`src/rtl/flash_prog_pkg.sv`:
```
package flash_prog_pkg;

    typedef enum logic [2:0] {
        C_IDLE,
        C_PRE_RD,
        C_UNLOCK,
        C_POLL_A,
        C_POLL_B,
        C_RECHK,
        C_RST_WR,
        C_DONE
    } ctl_state_e;

    typedef enum logic [1:0] {
        B_IDLE,
        B_SETUP,
        B_LOW,
        B_GAP
    } bus_phase_e;

    localparam logic [1:0] ST_OK  = 2'd0;
    localparam logic [1:0] ST_TMO = 2'd1;
    localparam logic [1:0] ST_REJ = 2'd2;

endpackage

```
`src/rtl/flash_bus_cycle.sv`:
```
module flash_bus_cycle
    import flash_prog_pkg::*;
#(
    parameter int AW        = 12,
    parameter int DW        = 16,
    parameter int PULSE_CYC = 2,
    parameter int GAP_CYC   = 2
) (
    input  logic          clk,
    input  logic          rst_n,
    input  logic          start,
    input  logic          wr,
    input  logic [AW-1:0] addr,
    input  logic [DW-1:0] wdata,
    output logic          fin,
    output logic [DW-1:0] rdata,
    output logic [AW-1:0] fl_addr,
    output logic [DW-1:0] fl_dq_out,
    output logic          fl_dq_oe,
    input  logic [DW-1:0] fl_dq_in,
    output logic          fl_ce_n,
    output logic          fl_we_n,
    output logic          fl_oe_n
);

    localparam int CMAX = (PULSE_CYC > GAP_CYC) ? PULSE_CYC : GAP_CYC;
    localparam int CW   = $clog2(CMAX + 1);

    bus_phase_e    phase_q;
    logic [CW-1:0] cnt_q;
    logic          wr_q;

    assign fin = (phase_q == B_GAP) && (cnt_q == '0);

    always_ff @(posedge clk or negedge rst_n) begin
        if (!rst_n) begin
            phase_q   <= B_IDLE;
            cnt_q     <= '0;
            wr_q      <= 1'b0;
            fl_addr   <= '0;
            fl_dq_out <= '0;
            rdata     <= '0;
        end else if (start && (phase_q == B_IDLE || fin)) begin
            fl_addr   <= addr;
            fl_dq_out <= wdata;
            wr_q      <= wr;
            phase_q   <= B_SETUP;
        end else begin
            unique case (phase_q)
                B_IDLE: phase_q <= B_IDLE;
                B_SETUP: begin
                    phase_q <= B_LOW;
                    cnt_q   <= CW'(PULSE_CYC - 1);
                end
                B_LOW: begin
                    if (cnt_q == '0) begin
                        rdata   <= fl_dq_in;
                        phase_q <= B_GAP;
                        cnt_q   <= CW'(GAP_CYC - 1);
                    end else begin
                        cnt_q <= cnt_q - 1'b1;
                    end
                end
                B_GAP: begin
                    if (cnt_q == '0) phase_q <= B_IDLE;
                    else             cnt_q   <= cnt_q - 1'b1;
                end
                default: phase_q <= B_IDLE;
            endcase
        end
    end

    always_comb begin
        fl_ce_n  = (phase_q != B_LOW);
        fl_we_n  = !((phase_q == B_LOW) && wr_q);
        fl_oe_n  = !((phase_q == B_LOW) && !wr_q);
        fl_dq_oe = wr_q && (phase_q != B_IDLE);
    end

    // address unchanged over a strobe
    p_addr_hold_r4: assert property (@(posedge clk) disable iff (!rst_n)
        (!fl_ce_n && $past(!fl_ce_n)) |-> (fl_addr == $past(fl_addr)));
    // address set up a cycle ahead of the falling edge
    p_addr_setup_r4: assert property (@(posedge clk) disable iff (!rst_n)
        $fell(fl_ce_n) |-> (fl_addr == $past(fl_addr)));
    // write data still driven and unchanged after the rising edge
    p_data_hold_r4: assert property (@(posedge clk) disable iff (!rst_n)
        $rose(fl_we_n) |-> (fl_dq_oe && fl_dq_out == $past(fl_dq_out)));
    // never write and read enables together
    p_one_strobe_r4: assert property (@(posedge clk) disable iff (!rst_n)
        !(!fl_we_n && !fl_oe_n));

endmodule

```
`src/rtl/flash_poll_judge.sv`:
```
module flash_poll_judge #(
    parameter int DW = 16
) (
    input  logic [DW-1:0] prev_rd,
    input  logic [DW-1:0] cur_rd,
    input  logic          tgt_bit7,
    input  logic          rdy_ok,
    output logic          complete,
    output logic          limit_hit
);

    logic toggled;

    always_comb begin
        toggled   = prev_rd[6] ^ cur_rd[6];
        complete  = !toggled || (cur_rd[7] == tgt_bit7) || rdy_ok;
        limit_hit = cur_rd[5] && toggled;
    end

endmodule

```
`src/rtl/flash_prog_ctrl.sv`:
```
module flash_prog_ctrl
    import flash_prog_pkg::*;
#(
    parameter int AW        = 12,
    parameter int DW        = 16,
    parameter int PULSE_CYC = 2,
    parameter int GAP_CYC   = 2,
    parameter int UNL_ADDR1 = 'h555,
    parameter int UNL_ADDR2 = 'h2AA,
    parameter int UNL_DATA1 = 'hAA,
    parameter int UNL_DATA2 = 'h55,
    parameter int PGM_CMD   = 'hA0,
    parameter int RST_CMD   = 'hF0
) (
    input  logic          clk,
    input  logic          rst_n,
    input  logic          req_valid,
    output logic          req_ready,
    input  logic [AW-1:0] req_addr,
    input  logic [DW-1:0] req_data,
    input  logic          use_rdy,
    output logic          done,
    output logic [1:0]    status,
    output logic [AW-1:0] fl_addr,
    output logic [DW-1:0] fl_dq_out,
    output logic          fl_dq_oe,
    input  logic [DW-1:0] fl_dq_in,
    output logic          fl_ce_n,
    output logic          fl_we_n,
    output logic          fl_oe_n,
    input  logic          fl_rdy
);

    ctl_state_e    state_q, state_d;
    logic [1:0]    step_q, step_d, wstep;
    logic [1:0]    stat_q, stat_d;
    logic [AW-1:0] addr_q;
    logic [DW-1:0] data_q, prev_q;
    logic          take, prev_ld;

    logic          bus_start, bus_wr, bus_fin;
    logic [AW-1:0] bus_addr, cmd_a;
    logic [DW-1:0] bus_wdata, cmd_d, bus_rdata;
    logic          jg_done, jg_limit;

    flash_bus_cycle #(
        .AW(AW), .DW(DW), .PULSE_CYC(PULSE_CYC), .GAP_CYC(GAP_CYC)
    ) u_bus (
        .clk(clk), .rst_n(rst_n),
        .start(bus_start), .wr(bus_wr), .addr(bus_addr), .wdata(bus_wdata),
        .fin(bus_fin), .rdata(bus_rdata),
        .fl_addr(fl_addr), .fl_dq_out(fl_dq_out), .fl_dq_oe(fl_dq_oe),
        .fl_dq_in(fl_dq_in), .fl_ce_n(fl_ce_n), .fl_we_n(fl_we_n),
        .fl_oe_n(fl_oe_n)
    );

    flash_poll_judge #(.DW(DW)) u_judge (
        .prev_rd(prev_q), .cur_rd(bus_rdata), .tgt_bit7(data_q[7]),
        .rdy_ok(use_rdy && fl_rdy), .complete(jg_done), .limit_hit(jg_limit)
    );

    // command word for the next write of the sequence
    always_comb begin
        wstep = (state_q == C_PRE_RD) ? 2'd0 : step_q + 2'd1;
        unique case (wstep)
            2'd0:    begin cmd_a = AW'(UNL_ADDR1); cmd_d = DW'(UNL_DATA1); end
            2'd1:    begin cmd_a = AW'(UNL_ADDR2); cmd_d = DW'(UNL_DATA2); end
            2'd2:    begin cmd_a = AW'(UNL_ADDR1); cmd_d = DW'(PGM_CMD);   end
            default: begin cmd_a = addr_q;         cmd_d = data_q;         end
        endcase
    end

    // next state and bus requests
    always_comb begin
        state_d   = state_q;
        step_d    = step_q;
        stat_d    = stat_q;
        take      = 1'b0;
        prev_ld   = 1'b0;
        bus_start = 1'b0;
        bus_wr    = 1'b0;
        bus_addr  = addr_q;
        bus_wdata = data_q;
        unique case (state_q)
            C_IDLE: if (req_valid) begin
                take      = 1'b1;
                bus_start = 1'b1;
                bus_addr  = req_addr;
                state_d   = C_PRE_RD;
            end
            C_PRE_RD: if (bus_fin) begin
                if (|(data_q & ~bus_rdata)) begin
                    stat_d  = ST_REJ;
                    state_d = C_DONE;
                end else begin
                    step_d    = 2'd0;
                    bus_start = 1'b1;
                    bus_wr    = 1'b1;
                    bus_addr  = cmd_a;
                    bus_wdata = cmd_d;
                    state_d   = C_UNLOCK;
                end
            end
            C_UNLOCK: if (bus_fin) begin
                bus_start = 1'b1;
                if (step_q == 2'd3) begin
                    state_d = C_POLL_A;
                end else begin
                    step_d    = wstep;
                    bus_wr    = 1'b1;
                    bus_addr  = cmd_a;
                    bus_wdata = cmd_d;
                end
            end
            C_POLL_A: if (bus_fin) begin
                prev_ld   = 1'b1;
                bus_start = 1'b1;
                state_d   = C_POLL_B;
            end
            C_POLL_B: if (bus_fin) begin
                prev_ld = 1'b1;
                if (jg_done) begin
                    stat_d  = ST_OK;
                    state_d = C_DONE;
                end else begin
                    bus_start = 1'b1;
                    if (jg_limit) state_d = C_RECHK;
                end
            end
            C_RECHK: if (bus_fin) begin
                if (jg_done) begin
                    stat_d  = ST_OK;
                    state_d = C_DONE;
                end else begin
                    stat_d    = ST_TMO;
                    bus_start = 1'b1;
                    bus_wr    = 1'b1;
                    bus_wdata = DW'(RST_CMD);
                    state_d   = C_RST_WR;
                end
            end
            C_RST_WR: if (bus_fin) state_d = C_DONE;
            C_DONE:   state_d = C_IDLE;
            default:  state_d = C_IDLE;
        endcase
    end

    always_ff @(posedge clk or negedge rst_n) begin
        if (!rst_n) begin
            state_q <= C_IDLE;
            step_q  <= '0;
            stat_q  <= ST_OK;
            addr_q  <= '0;
            data_q  <= '0;
            prev_q  <= '0;
        end else begin
            state_q <= state_d;
            step_q  <= step_d;
            stat_q  <= stat_d;
            if (take) begin
                addr_q <= req_addr;
                data_q <= req_data;
            end
            if (prev_ld) prev_q <= bus_rdata;
        end
    end

    always_comb begin
        req_ready = (state_q == C_IDLE);
        done      = (state_q == C_DONE);
        status    = stat_q;
    end

    // ready drops right after acceptance
    p_ready_drop_r1: assert property (@(posedge clk) disable iff (!rst_n)
        (req_valid && req_ready) |=> !req_ready);
    // done lasts one cycle and is followed by readiness
    p_done_pulse_r10: assert property (@(posedge clk) disable iff (!rst_n)
        done |=> (!done && req_ready));
    // legal status code while reporting
    p_status_legal_r10: assert property (@(posedge clk) disable iff (!rst_n)
        done |-> (status != 2'd3));
    // no write strobe can precede the stored-word read of a request
    p_read_first_r2: assert property (@(posedge clk) disable iff (!rst_n)
        (req_valid && req_ready) |=> fl_we_n);

endmodule

```
`config.mk`:
```
export PLATFORM = sky130hd
export DESIGN_NAME = flash_prog_ctrl
export DESIGN_NICKNAME = d
export VERILOG_FILES = /design/src/rtl/flash_prog_pkg.sv /design/src/rtl/flash_bus_cycle.sv /design/src/rtl/flash_poll_judge.sv /design/src/rtl/flash_prog_ctrl.sv
export SDC_FILE = /design/constraint.sdc
export NUM_CORES = 1
export LEC_CHECK = 0
export ABC_AREA = 1
export BUFFER_PORTS_ARGS = -buffer_cell sky130_fd_sc_hd__buf_4
export CAP_MARGIN = 30
export CORE_UTILIZATION = 62
export CTS_BUF_LIST = sky130_fd_sc_hd__clkbuf_8
export CTS_CLUSTER_SIZE = 25
export DETAILED_ROUTE_END_ITERATION = 6
export PLACE_DENSITY = 0.88
export RECOVER_POWER = 100
export SLEW_MARGIN = 20
export SYNTH_ARGS = -nofsm -noshare
export SYNTH_HDL_FRONTEND = slang
export SYNTH_SLANG_ARGS = --single-unit
```
`constraint.sdc`:
```
create_clock -name clk -period 4.1 [get_ports clk]
set_input_delay 0.205 -clock clk [delete_from_list [all_inputs] [get_ports clk]]
set_output_delay 0.205 -clock clk [all_outputs]
set_load 0.05 [all_outputs]
```
==> summary.md, run 1 <==
| Metric | Value |
|---|---|
| Rows | 29 |
| Failing checks | design-rule violations, max-capacitance violations, max-slew violations |
| Root Driver | clkbuf_8 |
| # nets final | 703 |
| R2R Path Start | state_q[0]$_DFFE_PN0P_ |
| CTS Buf Count | 9 |
| Hold path start | req_data[8] |
| Post-synthesis cell type count | 34 |
| Initial core utilization | 65.7% |
| # port buffers | 84 |
| Worst Tran Pin Value | 1.71 ns |
| Non-filler cells, final | 729 |
| R2R Path End | u_bus.fl_addr[5]$_DFFE_PN0P_ |
| Avg WL per Cell | 15.0 microns |
| RSZ-0062 raised after global routing | no |
| Remaining DRCs | 1 |
| Tcrit/Tclk final | 74.5% |
| Antenna diode instance count | 0 |
| Ys async rst share | 100% |
| First-pass GRT wire length | 18.5 mm |
| Vias/cell | 5.53 |
| DR vias | 4030 |
| R2R Setup Slk | 1.05 ns |
| Reg2Reg Depth | 9 |
| Sink Count | 85 |
| Post-synthesis cell count | 563 |
| Die Y | 85.2 microns |
| Worst-path fanout max | 31 |
| Post-DP HPWL | 7.66 mm |
| Final TNS setup | 0 ns |
| Switching power total | 2120 uW |
| Ys Warns | 0 |
| Switching share of power | 51.9% |
| CP Class | flip-flop to flip-flop |
| Most frequent cells in the layout | nand2_1, dfrtp_1, inv_1 |
| Vias in the first global route | 4148 |
| Die ar. | 0.00726 sq mm |
| Clock Pin Slew Worst Setup and Hold Paths | 0.10 ns |
| Core area | 0.00653 sq mm |
| Tot Pwr | 4090 uW |
| TritonRoute pass-1 iters | 7 |
| Drt initial violations | 266 |
| Top-area cell type share of the netlist area | 49.5% |
| Synthesized area | 0.00429 sq mm |
| GRT Total Usage | 32.8% |
| Die width | 85.2 microns |
| Syn Nets | 619 |
| Placed cell count | 712 |
| Yosys reg bits | 85 |
| P_int | 1970 uW |
| Critical path endpoint category | flip-flop |
| Part of the power in registers | 36.2% |
| Leading cell type in the layout, fill and taps excluded | nand2_1 |
| Max Freq | 327 MHz |
| CTS Buffer Depth | 2 |
| Hold EP | data_q[8]$_DFFE_PN0P_ |
| Top FF cell, synth | dfrtp_1 |
| Avg Cell Area, Syn | 7.62 sq um |
| Final min period | 3.05 ns |
| Post-route ant nets | 0 |
| H-Tree Depth | 3 |
| Initial antenna violation count | 0 |
| Final hold vios | 0 |
| Clock power share | 13.6% |
| Final setup fails | 0 |
| Drt total wl | 10.9 mm |
| EDFF count, synth | 0 |
| Io pins | 85 |
| Post-cts sizing count | 0 |
| Top post-synthesis cells by area | dfrtp_1, nand2_1, inv_1, nor2_1, nand3_1 |
| P&R area growth vs syn | 16.5% |
| Setup crit start kind | flip-flop |
| Fraction of layout cells with a size suffix above 1 | 13.8% |
| Routability cong. | 0.893 |
| Worst EP arrival | 3.35 ns |
| CTS tree | built |
| Final Max Tran Viols | 30 |
| P_leak | 0.00275 uW |
| Combinational group share of total power | 50.2% |
| Power Density | 818 mW/mm^2 |
| Congestion Overflow GR | 0 |
| Status | finished, violations left |
| Register area share after synthesis | 49.5% |
| Biggest area consumer among synthesized cells | dfrtp_1 |
| Max-cap violations | 1 |
| Setup Skew | 0.0188 ns |
| Clock Latency Late Sink | 0.36 ns |
| Max VDD drop | 0.000510 V |
| Worst EP required | 4.40 ns |
| Worst slew margin relative to its limit | -14.0% |
| Hold crit path type | input port to flip-flop |
| Largest net degree at the start of global routing | 57 |
| Hold depth | 3 |
-- metrics by stage --
step	setup slack (ns)	hold WS, ns	cell area [sq um]	util, %
detailed placement	1.72	0.160	4980	76.2
global route	0.796	0.0424	5000	76.6
CTS	1.70	0.0338	5170	79.2
global placement	1.80	0.399	4950	75.8
floorplan	2.11	-0.0906	4290	-
finish	1.05	0.0375	5000	76.6
-- sequential cells by signal (all words and copies together) (netlist names) --
signal           cells
addr_q              12
data_q              16
prev_q               1
state_q              3
status               2
step_q               2
u_bus.cnt_q          2
u_bus.fl_addr       12
u_bus.fl_dq_out     16
u_bus.phase_q        2
u_bus.rdata         16
u_bus.wr_q           1
-- cell usage after synthesis (6+ instances only) --
| library cell | count |
|---|---|
| nand2_1 | 229 |
| dfrtp_1 | 85 |
| inv_1 | 60 |
| nor2_1 | 43 |
| nand3_1 | 27 |
| o21ai_0 | 27 |
| a21oi_1 | 15 |
| nor2_2 | 9 |
| a21oi_2 | 7 |
| ha_1 | 7 |
| or2_0 | 7 |
| clkbuf_1 | 6 |
| inv_2 | 6 |
-- power by group through the flow --
stage,registers (uW),logic (uW),clock network [uW]
2_1_floorplan,1880,1140,0
3_3_place_gp,1470,2110,0
3_5_place_dp,1490,2160,0
4_1_cts,1480,2190,561
5_1_grt,1510,2260,598
6_report,1480,2050,557
-- cell type report --
cell class / count / area (sq um)
multi-input cells: 399 / 1820
well taps: 77 / 96.3
flip-flops and latches: 85 / 2130
clock buffers: 9 / 124
repair buffers: 86 / 529
clock inverters: 7 / 60.1
fillers: 492 / 1530
inverters: 66 / 248
-- layer usage --
layer	vias up	wire length, microns	GRT usage, %
met5	-	0	0
met4	0	370	16.9
met3	35	692	5.54
met2	194	5460	55.9
met1	1895	4420	40.4
li1	1906	-	-
-- critical path, stage by stage (launching register included) --
cell,delay (ns)
dfrtp_1,0.41
inv_1,0.21
nand2_4,0.11
nor2_4,0.13
nand2_1,0.60
inv_1,0.97
nand2_1,0.20
nand2_1,0.14
nor2_1,0.06
a21oi_2,0.16
-- how the worst max path moves through the flow --
stage                                           to                          from  depth (start not counted)  slack [ns]
detailed placement    u_bus.fl_addr[4]$_DFFE_PN0P_    u_bus.cnt_q[0]$_DFFE_PN0P_                         13        1.72
floorplan                   state_q[1]$_DFFE_PN0P_        state_q[2]$_DFFE_PN0P_                          6        2.11
global route          u_bus.fl_addr[4]$_DFFE_PN0P_        state_q[0]$_DFFE_PN0P_                         11        0.80
CTS                   u_bus.fl_addr[4]$_DFFE_PN0P_    u_bus.cnt_q[0]$_DFFE_PN0P_                         13        1.70
global placement    u_bus.fl_dq_out[3]$_DFFE_PN0P_  u_bus.phase_q[0]$_DFFE_PN0P_                         12        1.80
finish                u_bus.fl_addr[5]$_DFFE_PN0P_        state_q[0]$_DFFE_PN0P_                          9        1.05
-- logic make-up (layout without fill, tap and decap cells) --
group           Yosys count  count (layout)  synth area share [%]
flops                    85              85                  49.5
fa+ha+maj                 7               7                  2.04
compound gates           60              60                  8.04
simple gates            332             332                  33.0
buf+inv                  79             168                  7.40
-- repair_timing --
item,in CTS,in global routing
endpoints found under the setup margin,0,0
buffers inserted,0,0
hold endpoints to repair,29,0
hold buffers,1,0
Note: power is estimated with default switching activity, not from simulation.
==> run 2, diff against run 1 <==
--- a/config.mk
+++ b/config.mk
@@ -5,14 +5,14 @@
 export SDC_FILE = /design/constraint.sdc
 export NUM_CORES = 1
 export LEC_CHECK = 0
-export ABC_AREA = 1
+export ABC_AREA = 0
 export BUFFER_PORTS_ARGS = -buffer_cell sky130_fd_sc_hd__buf_4
 export CAP_MARGIN = 30
-export CORE_UTILIZATION = 62
+export CORE_UTILIZATION = 52
 export CTS_BUF_LIST = sky130_fd_sc_hd__clkbuf_8
 export CTS_CLUSTER_SIZE = 25
 export DETAILED_ROUTE_END_ITERATION = 6
-export PLACE_DENSITY = 0.88
+export PLACE_DENSITY = 0.79
 export RECOVER_POWER = 100
 export SLEW_MARGIN = 20
 export SYNTH_ARGS = -nofsm -noshare
==> constraint.sdc (replaced) <==
create_clock -name clk -period 2.7 [get_ports clk]
set_input_delay 0.135 -clock clk [delete_from_list [all_inputs] [get_ports clk]]
set_output_delay 0.135 -clock clk [all_outputs]
set_load 0.05 [all_outputs]
==> run 2 against run 1 <==
Highest routed layer unchanged. Routed wire length up 11%. Critical path type unchanged. Cell count down 3.3%. Clock-buffer cell count up 1. Worst setup slack worse by 0.90 ns. The run now ends clean. Sequential power up 61%. Non-clock buffer count up 53.
==> summary.md, run 2 <==
| Metric | Value |
|---|---|
| Clock Pin Slew Worst Setup and Hold Paths | 0.09 ns |
| Post-synthesis cell type count | 53 |
| Remaining DRCs | 0 |
| Antenna diode instance count | 0 |
| Clock Latency Late Sink | 0.37 ns |
| Tot Pwr | 7120 uW |
| Post-DP HPWL | 8.14 mm |
| Post-synthesis cell count | 474 |
| Die Y | 94.5 microns |
| Leading cell type in the layout, fill and taps excluded | nand2_1 |
| Multi-input logic area | 0.00213 sq mm |
| Drt initial violations | 260 |
| Tcrit/Tclk final | 94.7% |
| CTS tree | built |
| Rows | 33 |
| TritonRoute pass-1 iters | 6 |
| Routability cong. | 0.892 |
| Setup Skew | 0.0151 ns |
| CTS Buf Count | 9 |
| Most common cell in the netlist | nand2_1 |
| Worst Tran Pin Value | 1.10 ns |
| Io pins | 85 |
| DR vias | 3995 |
| First-pass GRT wire length | 19.7 mm |
| Root Driver | clkbuf_8 |
| GRT Total Usage | 29.3% |
| Final hold vios | 0 |
| H-Tree Depth | 3 |
| Worst hold slack | 0.0157 ns |
| Biggest area consumer among synthesized cells | dfrtp_1 |
| Post-cts sizing count | 0 |
| Final TNS setup | 0 ns |
| Largest net degree at the start of global routing | 46 |
| Top-area cell type share of the netlist area | 47.8% |
| Top FF cell, synth | dfrtp_1 |
| P_leak | 0.00258 uW |
| Hold crit path type | input port to flip-flop |
| Vias/cell | 5.67 |
| Initial core utilization | 53.9% |
| Register area share after synthesis | 47.8% |
| Reg area | 0.00213 sq mm |
| Worst slew margin relative to its limit | 26.4% |
| Syn Nets | 530 |
| Ys async rst share | 100% |
| Initial antenna violation count | 0 |
| Power Density | 1260 mW/mm^2 |
| Die ar. | 0.00893 sq mm |
| DP Worst Slack | 0.190 ns |
| Most frequent cells in the layout | nand2_1, dfrtp_1, buf_4 |
| Sink Count | 85 |
| Top post-synthesis cells by area | dfrtp_1, nand2_1, mux2_2, nor2_1, a21oi_1 |
| Core area | 0.00826 sq mm |
| Die width | 94.5 microns |
| Final min period | 2.56 ns |
| Synthesized area | 0.00445 sq mm |
| Vias in the first global route | 3966 |
| Worst EP required | 2.98 ns |
| Max-cap violations | 0 |
| RSZ-0062 raised after global routing | no |
| Ys Warns | 0 |
| Max Freq | 391 MHz |
| Fraction of layout cells with a size suffix above 1 | 20.2% |
| Final Max Tran Viols | 0 |
| # nets final | 651 |
| Final setup fails | 0 |
| Avg Cell Area, Syn | 9.39 sq um |
| P&R area growth vs syn | 27.3% |
| EDFF count, synth | 0 |
| Avg WL per Cell | 17.3 microns |
| Max VDD drop | 0.000791 V |
| CP Class | flip-flop to flip-flop |
| Post-route ant nets | 0 |
| List of most frequent post-synthesis cells | nand2_1, dfrtp_1, nor2_1 |
| Yosys reg bits | 85 |
| Setup crit start kind | flip-flop |
| Worst EP arrival | 2.84 ns |
| Drt total wl | 12.2 mm |
| Congestion Overflow GR | 0 |
| Final WS setup | 0.142 ns |
| Critical path endpoint category | flip-flop |
| R2R Setup Slk | 0.14 ns |
| Biggest regs | data_q x16, u_bus.fl_dq_out x16, u_bus.rdata x16 |
| Worst-path fanout max | 11 |
| Status | completed |
| # port buffers | 84 |
| CTS Buffer Depth | 2 |
| Filler cells | 657 |
[run 2: changes by cell type in the layout (fill, tap and decap cells not counted), moves of 11 or more]
cell           change
nor2b_1           +13
dlygate4sd3_1     +39
inv_1             -46
o21ai_0           -17
mux2_2            +18
nand2_1          -119
buf_4             +11
[run 2: final timing paths]
path                                       startpoint                            to  cells after the start
min                                      fl_dq_in[14]   u_bus.rdata[14]$_DFFE_PN0P_                      2
max reg2reg                u_bus.rdata[7]$_DFFE_PN0P_  u_bus.fl_addr[5]$_DFFE_PN0P_                      9
max in group asynchronous                       rst_n  u_bus.fl_addr[2]$_DFFE_PN0P_                      3
min reg2reg                u_bus.cnt_q[0]$_DFFE_PN0P_    u_bus.cnt_q[0]$_DFFE_PN0P_                      1
min in group asynchronous                       rst_n   u_bus.rdata[13]$_DFFE_PN0P_                      2
max                        u_bus.rdata[7]$_DFFE_PN0P_  u_bus.fl_addr[5]$_DFFE_PN0P_                      9
[run 2: logic make-up after synthesis]
logic type	count (synthesis)	synth area share, %
XOR/XNOR	1	0.197
multiplexers	22	5.48
AO/OA/AOI/OAI	96	17.5
adder cells (fa/ha/maj)	7	1.97
buffers and inverters	43	4.33
flip-flops	85	47.8
AND/OR/NAND/NOR	220	22.8
[run 2: layer usage]
metal | part of all wire (%) | vias up | track usage [%]
met4 | 2.6 | 0 | 11.5
met1 | 44 | 1954 | 38.4
met3 | 5.0 | 24 | 5.64
met5 | 0 | - | 0
li1 | - | 1876 | -
met2 | 48 | 141 | 47.9
[run 2: critical path, cell delays in order (launching register included)]
cell     delay [ns]
dfrtp_1        0.38
inv_1          0.06
ha_1           0.34
a21o_1         0.24
or3_1          0.42
o211a_1        0.28
o21ai_2        0.24
buf_4          0.30
nor2_1         0.06
a41oi_1        0.16
[run 2: cell type report]
| cell class | instances | area share [%] |
|---|---|---|
| Clock buffer | 10 | 2.43 |
| Clock inverter | 6 | 1.52 |
| Inverter | 14 | 0.928 |
| Multi-Input combinational cell | 346 | 37.7 |
| Sequential cell | 85 | 37.6 |
| Tap cell | 105 | 2.32 |
| Timing Repair Buffer | 139 | 17.6 |
[run 2: per-stage QoR]
| stage | area [sq um] | instances | util, % |
|---|---|---|---|
| CTS | 5790 | 701 | 70.1 |
| finish | 5660 | 705 | 68.6 |
| global route | 5660 | 705 | 68.6 |
| global placement | 5180 | 648 | 62.7 |
| floorplan | 4450 | 474 | - |
| detailed placement | 5200 | 649 | 63.0 |
[run 2: power by group]
group / internal (uW) / switching, uW / leakage (uW)
Combinational: 1250 / 2470 / 0.00143
Clock: 547 / 472 / 0.000118
Sequential: 1890 / 495 / 0.00103
[run 2: what timing repair did]
item,4_1_cts,5_1_grt
hold buffers,36,4
buffers inserted,0,0
endpoints found under the hold margin,75,4
